## src/rtl/usb_out_pkt_fifo_pkg.sv

```systemverilog
package usb_out_pkt_fifo_pkg;
   typedef enum logic [1:0] {
      LQ_HOLD = 2'd0,
      LQ_PUSH = 2'd1,
      LQ_POP  = 2'd2,
      LQ_BOTH = 2'd3
   } lq_op_e;
endpackage

```

## src/rtl/uof_byte_ram.sv

```systemverilog
module uof_byte_ram #(
   parameter int DEPTH = 64,
   parameter int DW    = 8,
   localparam int AW   = $clog2(DEPTH)
) (
   input  logic          clk,
   input  logic          we,
   input  logic [AW-1:0] waddr,
   input  logic [DW-1:0] wdata,
   input  logic [AW-1:0] raddr,
   output logic [DW-1:0] rdata
);
   logic [DW-1:0] mem [DEPTH];

   always_ff @(posedge clk) begin
      if (we) mem[waddr] <= wdata;
   end

   assign rdata = mem[raddr];
endmodule

```

## src/rtl/uof_rx_writer.sv

```systemverilog
module uof_rx_writer #(
   parameter int DEPTH = 64,
   parameter int DW    = 8,
   localparam int AW   = $clog2(DEPTH),
   localparam int CW   = AW + 1
) (
   input  logic          clk,
   input  logic          rst_n,
   input  logic [CW-1:0] eff_maxp,
   input  logic          slot_free,
   input  logic          rx_valid,
   input  logic [DW-1:0] rx_data,
   input  logic          rx_good,
   input  logic          rx_bad,
   output logic          mem_we,
   output logic [AW-1:0] mem_waddr,
   output logic [DW-1:0] mem_wdata,
   output logic          push,
   output logic [CW-1:0] push_len
);
   logic [AW-1:0] wr_ptr, wr_base;
   logic [CW-1:0] wcnt;
   logic          drop_q;
   logic          blocked, end_evt, byte_ok;

   // a packet is refused for its whole life if it opened with no slot
   assign blocked  = drop_q || ((wcnt == '0) && !slot_free);
   assign end_evt  = rx_good || rx_bad;
   assign byte_ok  = rx_valid && !end_evt && !blocked;
   assign mem_we   = byte_ok && (wcnt < eff_maxp);
   assign mem_waddr = wr_ptr;
   assign mem_wdata = rx_data;
   assign push     = rx_good && !rx_bad && !blocked;
   assign push_len = wcnt;

   always_ff @(posedge clk or negedge rst_n) begin
      if (!rst_n) begin
         wr_ptr  <= '0;
         wr_base <= '0;
         wcnt    <= '0;
         drop_q  <= 1'b0;
      end else if (end_evt) begin
         drop_q <= 1'b0;
         wcnt   <= '0;
         if (!blocked) begin
            if (rx_bad) wr_ptr  <= wr_base;
            else        wr_base <= wr_ptr;
         end
      end else if (rx_valid && blocked) begin
         drop_q <= 1'b1;
      end else if (mem_we) begin
         wr_ptr <= wr_ptr + 1'b1;
         wcnt   <= wcnt + 1'b1;
      end
   end
endmodule

```

## src/rtl/uof_len_queue.sv

```systemverilog
module uof_len_queue
   import usb_out_pkt_fifo_pkg::*;
#(
   parameter int CW = 7
) (
   input  logic          clk,
   input  logic          rst_n,
   input  logic          push,
   input  logic [CW-1:0] push_len,
   input  logic          pop,
   output logic [1:0]    count,
   output logic [CW-1:0] head_len
);
   logic [CW-1:0] len_q [2];
   logic          pop_ok;
   lq_op_e        op;

   assign pop_ok   = pop && (count != 2'd0);
   assign op       = lq_op_e'({pop_ok, push});
   assign head_len = len_q[0];

   always_ff @(posedge clk or negedge rst_n) begin
      if (!rst_n) begin
         count    <= 2'd0;
         len_q[0] <= '0;
         len_q[1] <= '0;
      end else begin
         unique case (op)
            LQ_PUSH: begin
               if (count == 2'd0) len_q[0] <= push_len;
               else               len_q[1] <= push_len;
               count <= count + 2'd1;
            end
            LQ_POP: begin
               len_q[0] <= len_q[1];
               count    <= count - 2'd1;
            end
            LQ_BOTH: begin
               if (count == 2'd1) begin
                  len_q[0] <= push_len;
               end else begin
                  len_q[0] <= len_q[1];
                  len_q[1] <= push_len;
               end
            end
            default: ;
         endcase
      end
   end
endmodule

```

## src/rtl/uof_rd_ctrl.sv

```systemverilog
module uof_rd_ctrl #(
   parameter int DEPTH = 64,
   localparam int AW   = $clog2(DEPTH),
   localparam int CW   = AW + 1
) (
   input  logic          clk,
   input  logic          rst_n,
   input  logic          head_valid,
   input  logic [CW-1:0] head_len,
   input  logic [CW-1:0] eff_maxp,
   input  logic          auto_en,
   input  logic          ctrl_mode,
   input  logic          rd_en,
   input  logic          clr_rdy,
   input  logic          serviced,
   input  logic          flush,
   output logic [AW-1:0] raddr,
   output logic [CW-1:0] rd_cnt,
   output logic          pop
);
   logic [AW-1:0] rd_base;
   logic          rd_ok, auto_hit, cmd;

   assign rd_ok    = rd_en && head_valid && (rd_cnt < head_len);
   assign auto_hit = auto_en && !ctrl_mode && rd_ok && ((rd_cnt + 1'b1) == eff_maxp);
   assign cmd      = ctrl_mode ? serviced : clr_rdy;
   assign pop      = head_valid && (flush || cmd || auto_hit);
   assign raddr    = rd_base + rd_cnt[AW-1:0];

   always_ff @(posedge clk or negedge rst_n) begin
      if (!rst_n) begin
         rd_base <= '0;
         rd_cnt  <= '0;
      end else if (pop) begin
         rd_base <= rd_base + head_len[AW-1:0];
         rd_cnt  <= '0;
      end else if (rd_ok) begin
         rd_cnt <= rd_cnt + 1'b1;
      end
   end
endmodule

```

## src/rtl/usb_out_pkt_fifo.sv

```systemverilog
module usb_out_pkt_fifo #(
   parameter int DEPTH         = 64,
   parameter int DW            = 8,
   parameter bit DOUBLE_BUF_EN = 1'b1,
   localparam int AW           = $clog2(DEPTH),
   localparam int CW           = AW + 1
) (
   input  logic          clk,
   input  logic          rst_n,
   input  logic [CW-1:0] cfg_maxp,
   input  logic          cfg_auto_clr,
   input  logic          cfg_ctrl_ep,
   input  logic          rx_valid,
   input  logic [DW-1:0] rx_data,
   input  logic          rx_good,
   input  logic          rx_bad,
   output logic          rx_full,
   input  logic          rd_en,
   output logic [DW-1:0] rd_data,
   output logic          pkt_rdy,
   output logic [CW-1:0] pkt_len,
   input  logic          clr_rdy,
   input  logic          serviced,
   input  logic          flush
);
   if (DEPTH < 4 || (DEPTH & (DEPTH - 1)) != 0) begin : g_bad_depth
      $error("DEPTH must be a power of two of at least 4");
   end
   if (DW < 1) begin : g_bad_dw
      $error("DW must be at least 1");
   end

   logic [CW-1:0] eff_maxp;
   logic          cap_two, slot_free;
   logic          mem_we, push, pop;
   logic [AW-1:0] mem_waddr, raddr;
   logic [DW-1:0] mem_wdata;
   logic [CW-1:0] push_len, rd_cnt;
   logic [1:0]    q_count;

   assign eff_maxp = (cfg_maxp > CW'(DEPTH)) ? CW'(DEPTH) : cfg_maxp;

   if (DOUBLE_BUF_EN) begin : g_dbl
      assign cap_two = (eff_maxp <= CW'(DEPTH / 2));
   end else begin : g_sgl
      assign cap_two = 1'b0;
   end

   assign slot_free = (q_count == 2'd0) || (cap_two && (q_count == 2'd1));
   assign rx_full   = !slot_free;
   assign pkt_rdy   = (q_count != 2'd0);

   uof_rx_writer #(.DEPTH(DEPTH), .DW(DW)) u_wr (
      .clk, .rst_n, .eff_maxp, .slot_free,
      .rx_valid, .rx_data, .rx_good, .rx_bad,
      .mem_we, .mem_waddr, .mem_wdata, .push, .push_len
   );

   uof_byte_ram #(.DEPTH(DEPTH), .DW(DW)) u_ram (
      .clk, .we(mem_we), .waddr(mem_waddr), .wdata(mem_wdata),
      .raddr, .rdata(rd_data)
   );

   uof_len_queue #(.CW(CW)) u_lq (
      .clk, .rst_n, .push, .push_len, .pop,
      .count(q_count), .head_len(pkt_len)
   );

   uof_rd_ctrl #(.DEPTH(DEPTH)) u_rd (
      .clk, .rst_n, .head_valid(pkt_rdy), .head_len(pkt_len), .eff_maxp,
      .auto_en(cfg_auto_clr), .ctrl_mode(cfg_ctrl_ep),
      .rd_en, .clr_rdy, .serviced, .flush,
      .raddr, .rd_cnt, .pop
   );
endmodule

```

## config.mk

```make
export PLATFORM = sky130hd
export DESIGN_NAME = usb_out_pkt_fifo
export DESIGN_NICKNAME = d
export VERILOG_FILES = /design/src/rtl/usb_out_pkt_fifo_pkg.sv /design/src/rtl/uof_byte_ram.sv /design/src/rtl/uof_rx_writer.sv /design/src/rtl/uof_len_queue.sv /design/src/rtl/uof_rd_ctrl.sv /design/src/rtl/usb_out_pkt_fifo.sv
export SDC_FILE = /design/constraint.sdc
export NUM_CORES = 1
export LEC_CHECK = 0
export BUFFER_PORTS_ARGS = -buffer_cell sky130_fd_sc_hd__buf_2
export CORE_UTILIZATION = 60
export CTS_CLUSTER_SIZE = 8
export DETAILED_ROUTE_END_ITERATION = 16
export HOLD_SLACK_MARGIN = 0.15
export PLACE_DENSITY = 0.84
export SETUP_SLACK_MARGIN = 0.15
export SYNTH_ARGS = -nofsm -noshare
export SYNTH_HDL_FRONTEND = slang
export SYNTH_SLANG_ARGS = --single-unit
```

## constraint.sdc

```tcl
create_clock -name clk -period 4.37 [get_ports clk]
set_input_delay 0.2185 -clock clk [delete_from_list [all_inputs] [get_ports clk]]
set_output_delay 0.2185 -clock clk [all_outputs]
set_load 0.05 [all_outputs]
```

==> results_dict.tcl <==
set metrics [dict create \
    status "finished clean" \
    leakagePower_uw 0.00941 \
    ys_seq_area_frac 0.714 \
    drc_errors 0 \
    p_per_area_nw_per_um2 647 \
    synth_flop_cell "edfxtp_1" \
    start_util 0.613 \
    hold_viol 0 \
    layout_commonest_cell "edfxtp_1" \
    cp.required_ps 4150 \
    ios 43 \
    hpwlAfterDp_um 31400 \
    routed_wl_um 67200 \
    fin_setup_tns_ps 0 \
    drtAntennaViolNets 0 \
    wire_per_inst_um 35.6 \
    die_area_sq_um 39500 \
    period_minus_slack_ps 4210 \
    peakVddDrop_v 0.000383 \
    drive_gt1_frac 0.326 \
    synthesis.nets 1253 \
    placed_cells 1758 \
    die_w_um 199 \
    grt_pass1_vias 13400 \
    dr_wl_met3_um 8030 \
    max_slew_margin 0.0508 \
    antenna_found_initial 2 \
    firstDrtPassIters 5 \
    numPortBuffers 42 \
    instances_no_fill 1889 \
    rows 71 \
    clock_sinks 561 \
    nets 1416 \
    maxSlewViolCount 0 \
    crit_type "flop to output pin" \
    clock_latency_ps 620 \
    worst_slew_pin_slew_ps 1420 \
    hold_ws_ps 194 \
    vias_per_cell 7.18 \
    cts_root_buf "clkbuf_16" \
    wl_met1_um 22600 \
    htree_levels 3 \
    synth.distinct_cells 67 \
    synth_cells 1195 \
    max_freq_ghz 0.237 \
    r2r_setup_slack_ps 640 \
    die_y_um 199 \
    synth-seq-cells 561 \
    drt_iter0_drc 2094 \
    detailroute.via_count 13600 \
    drv_cap 0 \
    synth_edf_count 512 \
    grt.overflow.total 0 \
    antenna_cells 0 \
    clk_pin_slew_ps 50 \
    r2r_cells 9 \
    setup_viol 0 \
    end_kind "output pin" \
    cp_max_fo 7 \
    crit-reg2reg-launch "u_wr.push_len[4]" \
    rsz0062_at_grt "yes" \
    clock_path_buffers 3 \
    ys_warn_count 0 \
    async_flop_share 0.0873 \
    syn_area_sq_um 23300 \
    grt.total_usage 0.341 \
    avgSynthCellArea_sq_um 19.5 \
    highest_layer "met5" \
    hold_class "input pin to flop" \
    critPathLaunchType "flop" \
    tritoncts "yes" \
    core_area_sq_um 37900 \
    wl_met2_um 32900 \
    grt_max_degree 65 \
    area.growth.synth_to_final_pct 17.5 \
    min_from "flush" \
    final_cell_mix "512 x edfxtp_1, 160 x mux4_2, 86 x nor2_1, 86 x buf_4, 82 x clkbuf_16" \
    finClkSkew_ps 38.0 \
    critical_path_arrival_ps 3990 \
    r2r-end "u_lq.len_q[0]" \
    whs_path_depth 4 \
    grt_first_pass_wirelength_um 92900 \
    whs_endpoint "u_rd.rd_base[5]" \
    period_share 0.964 \
    cts_buffers 80 \
    finalWeightedCongestion 0.875 \
]
==> worst max-delay path by stage <==
| stage | startpoint | endpoint | slack [ps] | cells past startpoint |
|---|---|---|---|---|
| floorplan | u_rd.rd_cnt[0] | rd_data[0] | 640 | 9 |
| global placement | u_rd.rd_cnt[0] | rd_data[4] | 450 | 9 |
| detailed placement | u_rd.rd_cnt[0] | rd_data[4] | 330 | 9 |
| CTS | u_rd.rd_base[0] | rd_data[4] | 120 | 10 |
| global route | u_rd.rd_cnt[0] | rd_data[7] | 90 | 11 |
| finish | u_rd.rd_cnt[0] | rd_data[3] | 160 | 11 |
==> critical path, stage by stage, from the launching register on <==
cell      delay [ps]
dfrtp_2          420
ha_4             170
fa_4             850
buf_12           140
buf_12           120
buf_8            130
mux4_2           310
mux4_2           510
nor2b_4          170
a211oi_2         260
a21oi_1          100
buf_4            220
==> Yosys cell counts (2+ instances only) <==
library cell,number,area [sq um]
edfxtp_1,512,15400
mux4_2,160,3600
nor2_1,86,323
dfrtp_1,49,1230
clkbuf_1,37,139
nand2_1,35,131
ha_1,30,375
a21oi_1,28,140
inv_1,26,97.6
mux2i_1,22,220
xnor2_1,20,175
buf_2,17,85.1
nand3_1,12,60.1
mux2_2,11,124
nor2b_1,11,68.8
a211oi_1,10,75.1
a21o_1,9,67.6
nor2_2,9,56.3
xor2_1,9,78.8
buf_4,7,52.6
a22o_1,5,43.8
buf_1,5,18.8
mux2_1,5,56.3
nand3b_1,5,37.5
o21ai_0,5,25.0
a31oi_1,4,25.0
nand2b_1,4,25.0
nand4_1,4,25.0
and3_1,3,18.8
nand4b_1,3,26.3
o22ai_1,3,18.8
or3_1,3,18.8
a211o_1,2,17.5
a22oi_1,2,15.0
and2_1,2,12.5
and2b_1,2,15.0
buf_6,2,22.5
fa_1,2,40.0
nor3_1,2,10.0
nor4_1,2,12.5
o2111ai_1,2,17.5
o21a_1,2,15.0
o21bai_1,2,15.0
==> state kept, by name (all words and copies together) (netlist names) <==
register        flops
u_lq.len_q          7
u_rd.rd_base        6
u_wr.drop_q         1
u_wr.mem_waddr      6
u_wr.push_len       7
u_ram.mem         512
u_lq.count          2
u_lq.head_len       7
u_wr.wr_base        6
u_rd.rd_cnt         7
==> metrics by stage <==
step | total power (uW) | utilization | cell area, sq um | setup WS [ps]
floorplan | 9610 | - | 23300 | 642
global placement | 10900 | 0.645 | 24500 | 452
detailed placement | 11000 | 0.645 | 24500 | 333
CTS | 17400 | 0.718 | 27300 | 118
global route | 18100 | 0.720 | 27300 | 94.7
finish | 17700 | 0.720 | 27300 | 159
==> kinds of logic (layout without fill, tap and decap cells) <==
| group | count (synthesis) | in the layout | synth area share |
|---|---|---|---|
| adder cells (fa/ha/maj) | 32 | 32 | 0.0179 |
| AO/OA/AOI/OAI | 88 | 88 | 0.0266 |
| XOR/XNOR | 30 | 30 | 0.0119 |
| AND/OR/NAND/NOR | 192 | 192 | 0.0396 |
| multiplexers | 198 | 198 | 0.172 |
| flip-flops | 561 | 561 | 0.714 |
| buffers and inverters | 94 | 277 | 0.0179 |
==> metal layers <==
layer  vias to the layer above  global-route usage
li1                       5143                   -
met3                       262              0.0765
met1                      6845               0.436
met2                      1308               0.559
met5                         -                   0
met4                         4               0.158
==> power by group <==
part / internal (uW) / switching (uW) / leakage, uW
Combinational: 2700 / 3100 / 0.00310
Sequential: 5980 / 165 / 0.00525
Clock: 3360 / 2380 / 0.00107
==> final cells by class <==
cell class	instances	area [sq um]
Clock buffer	97	2110
Inverter	26	97.6
Timing Repair Buffer	149	1350
Clock inverter	5	93.8
Multi-Input combinational cell	540	6430
Tap cell	511	639
Sequential cell	561	16600
Fill cell	2065	10600
==> what timing repair did <==
item / 4_1_cts / 5_1_grt
hold endpoints to repair: 60 / 0
gates resized for setup: 53 / 11
endpoints found under the setup margin: 8 / 8
cloned: 5 / 0
pin swaps: 10 / 8
hold buffers: 4 / 0
buffers inserted: 19 / 1
No activity file was read; power rests on OpenSTA's default activity.
